File: src/rtl/irq_steer_pkg.sv
package irq_steer_pkg;
    localparam int REG_W     = 32;
    localparam int SC_BIT    = 31;
    localparam int ID_BIT    = 25;
    localparam int NCPU      = 2;
    localparam int CPU_IDX_W = (NCPU > 1) ? $clog2(NCPU) : 1;
    localparam logic [REG_W-1:0] LIVE_BITS = {1'b0, {(REG_W-1){1'b1}}};

    typedef enum logic [1:0] {
        SEL_NONE,
        SEL_MASK,
        SEL_STAT,
        SEL_INFO
    } reg_sel_e;

    // Set/clear write: the selector bit picks OR-in or AND-NOT; bit 31 never holds state.
    function automatic logic [REG_W-1:0] apply_sc(input logic [REG_W-1:0] cur,
                                                  input logic [REG_W-1:0] wr);
        logic [REG_W-1:0] nx;
        if (wr[SC_BIT]) nx = cur | wr;
        else            nx = cur & ~wr;
        return nx & LIVE_BITS;
    endfunction
endpackage

File: src/rtl/irq_sync.sv
module irq_sync #(
    parameter int W      = 32,
    parameter int STAGES = 2
) (
    input  logic         clk,
    input  logic         rst_n,
    input  logic [W-1:0] d_i,
    output logic [W-1:0] q_o
);
    logic [STAGES-1:0][W-1:0] stage_q;

    generate
        for (genvar s = 0; s < STAGES; s++) begin : g_stage
            always_ff @(posedge clk) begin
                if (!rst_n) stage_q[s] <= '0;
                else if (s == 0) stage_q[s] <= d_i;
                else stage_q[s] <= stage_q[(s == 0) ? 0 : s-1];
            end
        end
    endgenerate

    assign q_o = stage_q[STAGES-1];
endmodule

File: src/rtl/irq_bus_decode.sv
module irq_bus_decode
    import irq_steer_pkg::*;
#(
    parameter int ADDR_W      = 12,
    parameter int MASK_BASE   = 'h0F0,
    parameter int MASK_STRIDE = 'h100,
    parameter int STAT_OFF    = 'h2F0,
    parameter int INFO_OFF    = 'h3F0
) (
    input  logic [ADDR_W-1:0]    addr_i,
    output reg_sel_e             sel_o,
    output logic [CPU_IDX_W-1:0] idx_o
);
    always_comb begin
        sel_o = SEL_NONE;
        idx_o = '0;
        for (int n = 0; n < NCPU; n++) begin
            if (addr_i == ADDR_W'(MASK_BASE + n * MASK_STRIDE)) begin
                sel_o = SEL_MASK;
                idx_o = CPU_IDX_W'(n);
            end
        end
        if (addr_i == ADDR_W'(STAT_OFF)) sel_o = SEL_STAT;
        if (addr_i == ADDR_W'(INFO_OFF)) sel_o = SEL_INFO;
    end
endmodule

File: src/rtl/irq_req_gen.sv
module irq_req_gen #(
    parameter int W = 32
) (
    input  logic         clk,
    input  logic         rst_n,
    input  logic [W-1:0] status_i,
    input  logic [W-1:0] mask_i,
    output logic         req_o
);
    always_ff @(posedge clk) begin
        if (!rst_n) req_o <= 1'b0;
        else        req_o <= |(status_i & mask_i);
    end
endmodule

File: src/rtl/irq_steer_top.sv
module irq_steer_top
    import irq_steer_pkg::*;
#(
    parameter int               ADDR_W      = 12,
    parameter int               SYNC_STAGES = 2,
    parameter logic [REG_W-1:0] BOARD_INFO  = 32'hA5C3_0F1E
) (
    input  logic              clk,
    input  logic              rst_n,
    input  logic [REG_W-1:0]  src_i,
    input  logic [ADDR_W-1:0] bus_addr,
    input  logic              bus_we,
    input  logic              bus_re,
    input  logic [REG_W-1:0]  bus_wdata,
    input  logic              bus_cpu_id,
    output logic [REG_W-1:0]  bus_rdata,
    output logic [NCPU-1:0]   irq_o,
    output logic              err_collide,
    output logic              err_access
);
    reg_sel_e                        sel;
    logic [CPU_IDX_W-1:0]            idx;
    logic [NCPU-1:0][REG_W-1:0]      mask_q, mask_d;
    logic [REG_W-1:0]                stat_q, stat_d;
    logic [REG_W-1:0]                src_s, src_prev_q, rise, fall;
    logic                            wr_mask, wr_stat, collide_hit, acc_bad;

    irq_bus_decode #(.ADDR_W(ADDR_W)) u_dec (
        .addr_i (bus_addr),
        .sel_o  (sel),
        .idx_o  (idx)
    );

    irq_sync #(.W(REG_W), .STAGES(SYNC_STAGES)) u_sync (
        .clk   (clk),
        .rst_n (rst_n),
        .d_i   (src_i),
        .q_o   (src_s)
    );

    assign rise    = src_s & ~src_prev_q & LIVE_BITS;
    assign fall    = ~src_s & src_prev_q & LIVE_BITS;
    assign wr_mask = bus_we && (sel == SEL_MASK);
    assign wr_stat = bus_we && (sel == SEL_STAT);

    // Mask next state and overlap detection
    always_comb begin
        mask_d = mask_q;
        if (wr_mask) mask_d[idx] = apply_sc(mask_q[idx], bus_wdata);
        collide_hit = wr_mask && (|(mask_d[0] & mask_d[1]));
    end

    // Status next state: bus-written bits override source edges
    always_comb begin
        logic [REG_W-1:0] edge_nx, bus_nx, own;
        edge_nx = (stat_q | rise) & ~fall;
        bus_nx  = apply_sc(stat_q, bus_wdata);
        own     = wr_stat ? (bus_wdata & LIVE_BITS) : '0;
        stat_d  = ((bus_nx & own) | (edge_nx & ~own)) & LIVE_BITS;
    end

    always_comb begin
        acc_bad = 1'b0;
        unique case (sel)
            SEL_NONE: acc_bad = bus_we || bus_re;
            SEL_INFO: acc_bad = bus_we;
            SEL_MASK: acc_bad = 1'b0;
            SEL_STAT: acc_bad = 1'b0;
        endcase
    end

    always_ff @(posedge clk) begin
        if (!rst_n) begin
            mask_q      <= '0;
            stat_q      <= '0;
            src_prev_q  <= '0;
            err_collide <= 1'b0;
            err_access  <= 1'b0;
        end else begin
            mask_q      <= mask_d;
            stat_q      <= stat_d;
            src_prev_q  <= src_s;
            err_collide <= err_collide | collide_hit;
            err_access  <= err_access | acc_bad;
        end
    end

    always_ff @(posedge clk) begin
        if (!rst_n) begin
            bus_rdata <= '0;
        end else if (bus_re) begin
            unique case (sel)
                SEL_MASK: bus_rdata <= mask_q[idx];
                SEL_STAT: bus_rdata <= stat_q;
                SEL_INFO: begin
                    bus_rdata         <= BOARD_INFO;
                    bus_rdata[ID_BIT] <= bus_cpu_id;
                end
                SEL_NONE: bus_rdata <= '0;
            endcase
        end
    end

    generate
        for (genvar c = 0; c < NCPU; c++) begin : g_req
            irq_req_gen #(.W(REG_W)) u_req (
                .clk      (clk),
                .rst_n    (rst_n),
                .status_i (stat_q),
                .mask_i   (mask_q[c]),
                .req_o    (irq_o[c])
            );
        end
    endgenerate
endmodule

File: config.mk
export PLATFORM = sky130hd
export DESIGN_NAME = irq_steer_top
export DESIGN_NICKNAME = d
export VERILOG_FILES = /design/src/rtl/irq_steer_pkg.sv /design/src/rtl/irq_sync.sv /design/src/rtl/irq_bus_decode.sv /design/src/rtl/irq_req_gen.sv /design/src/rtl/irq_steer_top.sv
export SDC_FILE = /design/constraint.sdc
export NUM_CORES = 1
export LEC_CHECK = 0
export BUFFER_PORTS_ARGS = -buffer_cell sky130_fd_sc_hd__buf_2
export CORE_ASPECT_RATIO = 1.4
export CORE_MARGIN = 1
export CORE_UTILIZATION = 40
export DETAILED_ROUTE_END_ITERATION = 8
export PLACE_DENSITY = 0.71
export SETUP_SLACK_MARGIN = 0.4
export SLEW_MARGIN = 20
export SYNTH_ARGS = -nofsm -noshare
export SYNTH_HDL_FRONTEND = slang
export SYNTH_SLANG_ARGS = --single-unit
File: constraint.sdc
create_clock -name clk -period 2.6 [get_ports clk]
set_input_delay 0.78 -clock clk [delete_from_list [all_inputs] [get_ports clk]]
set_output_delay 0.78 -clock clk [all_outputs]
set_load 0.02 [all_outputs]
==> results.json <==
{
  "status": "complete, no violations",
  "fp.dieW_microns": 138,
  "finalHoldViolations": 0,
  "synth_compound_area_frac": 0.160,
  "worst_slack_ns": 0.0788,
  "synth_simple_gate_area_frac": 0.258,
  "final_cell_mix": "224 x dfxtp_1, 218 x nand2_1, 111 x buf_2",
  "path_class": "in2reg",
  "syn_area_per_cell_sq_um": 8.56,
  "p_total_mw": 7.42,
  "synth_top_family_by_area": "simple AND/OR/NAND/NOR gates",
  "rrSetupSlack_ns": 0.24,
  "htreeDepth": 1,
  "ys_ff_latch": 224,
  "cts_sinks": 224,
  "fillers": 2442,
  "synth_edf_count": 0,
  "routedWlPerCell_microns": 19.2,
  "cap_violations": 0,
  "fin_nets": 1398,
  "multiInputGateArea_sq_mm": 0.00539,
  "critPathLaunchType": "input port",
  "first_pass_iters": 6,
  "vias": 9070,
  "syn_nets": 1287,
  "cts_tree": "done",
  "rsz0062_at_grt": "yes",
  "dp_slack_ns": -0.662,
  "gp_congestion": 0.995,
  "post-dp-hpwl_microns": 22700,
  "p_leak_nw": 4.90,
  "worst_pin_slew_ns": 0.580,
  "rows": 69,
  "post-route-min-period_ns": 2.52,
  "antenna_found_initial": 0,
  "ys_seq_area_frac": 0.435,
  "crit_path_max_incr_delay_ns": 0.36,
  "crit_path_cell_trace": "buf_6 > nor4_4 > and4_4 > clkbuf_16 > a21oi_1 > a31oi_4 > nand3_2 > nor4_2 > a31oi_1 > or3_1",
  "gr-total-overflow": 0,
  "muxShareOfSynthArea": 0.0643,
  "grt_max_degree": 92,
  "viasPerCell": 5.49,
  "required_ns": 2.99,
  "finalCritPeriodShare": 0.970,
  "yosys.area_share.xor_xnor": 0,
  "place_area_sq_mm": 0.0115,
  "critPathMaxFanout": 7,
  "setup_viol": 0,
  "syn_inst": 1206,
  "synth.top_cells.by_area": "dfxtp_1 43%, nand2_1 8.0%, a21boi_0 6.9%",
  "core_sq_mm": 0.0254,
  "async_flop_share": 0,
  "cts_inserted_buffers": 23,
  "clkTransAtPathRegs_ns": 0.06,
  "powerDensity_mw_per_mm2": 596,
  "layout-drive-gt1-share": 0.193,
  "drt-initial-drc-count": 723,
  "grt.total_usage": 0.240,
  "synth-main-ff-cell": "dfxtp_1",
  "hold_path.class": "reg2reg",
  "clk_latency_ns": 0.51,
  "ys_types": 41,
  "io_buffers": 115,
  "fmax_mhz": 397,
  "grt_pass1_wl_microns": 48100,
  "wirelength_microns": 31700,
  "end_kind": "register",
  "synth.cell_area_sq_mm": 0.0103,
  "yosys.area.top_type": "dfxtp_1",
  "start_util": 0.407,
  "irDropWorstVdd_uv": 522,
  "first_global_vias": 8345,
  "relSlewSlack": 0.613,
  "timing.hold.ws_ns": 0.431,
  "fin_skew_ns": 0.0126,
  "tns_ns": 0,
  "clockBufferDepth": 3,
  "seqCellArea_sq_mm": 0.00448,
  "die_h_microns": 192,
  "pin_count": 117,
  "cts-root-buf": "clkbuf_16",
  "synth_fa_ha_area_frac": 0.0301,
  "cts_hold_buf": 0,
  "slew_violations": 0,
  "dieArea_sq_mm": 0.0265,
  "critical_path.slowest_cell": "or3_1",
  "arrival_ns": 2.91,
  "area_delta_synth_final_pct": 20.6,
  "design_area_sq_mm": 0.0124,
  "antenna_left": 0,
  "drc": 0,
  "mostFrequentLayoutCell": "dfxtp_1",
  "n_antenna_cell": 0,
  "ys.warnings.count": 0,
  "synth_top_area_share": 0.435
}
## per-stage QoR
stage,std cells,util
detailed placement,1603,0.451
global placement,1603,0.451
finish,1652,0.490
global route,1652,0.490
CTS,1647,0.484
floorplan,1206,-
## worst max-delay path: cells and delay by family
kind	cells	cell delay (ns)
compound gates	3	0.42
simple gates	5	1.43
buf+inv	2	0.26
## routing by layer
layer	vias to the layer above	routed length (microns)	global-route usage
li1	4352	-	-
met1	4257	13400	0.309
met2	354	14600	0.390
met3	107	1970	0.0325
met4	0	1710	0.119
met5	-	0	0
## cell type report
type	instances	area share
Timing Repair Buffer	184	0.103
Clock buffer	34	0.0544
Tap cell	319	0.0321
Sequential cell	224	0.360
Multi-Input combinational cell	852	0.433
Inverter	32	0.00965
Clock inverter	7	0.00734
## worst paths after layout
path                            from              to  cells after the start
setup / recovery         bus_addr[0]     err_collide                     10
hold / removal    u_sync.stage_q[18]  u_sync.q_o[18]                      1
setup reg to reg          mask_q[60]     err_collide                      9
hold reg to reg   u_sync.stage_q[18]  u_sync.q_o[18]                      1
## cell families (layout without fill, tap and decap cells)
group	count (synthesis)	in the layout
mux	63	63
compound gates	226	226
fa+ha+maj	31	31
buf+inv	130	257
flops	224	224
simple gates	532	532
## Yosys cell counts, drive strengths merged (2+ instances only)
cell	n
dfxtp	224
nand2	219
nand3	104
and2	96
a21boi	95
clkbuf	74
nor2b	48
mux2i	46
nand2b	34
inv	32
maj3	31
buf	24
o21ai	21
a21oi	20
a31oi	17
mux2	16
a211o	15
o2111ai	15
a221oi	11
a22oi	11
a22o	10
nand4	10
and3	9
nor2	6
a222oi	4
nor4	3
a311oi	2
o31a	2
## power breakdown
| group | switching, mW | internal (mW) | total [mW] |
|---|---|---|---|
| Sequential | 0.0698 | 3.52 | 3.59 |
| Clock | 1.36 | 2.00 | 3.36 |
| Combinational | 0.262 | 0.212 | 0.474 |
| Total | 1.69 | 5.73 | 7.42 |
## what timing repair did
item / 4_1_cts / 5_1_grt
resized for setup: 9 / 16
hold endpoints to repair: 0 / 0
gates cloned: 0 / 2
setup endpoints to repair: 1 / 1
buffers inserted: 3 / 3
pin swaps: 9 / 16
No activity file was read; power rests on OpenSTA's default activity.
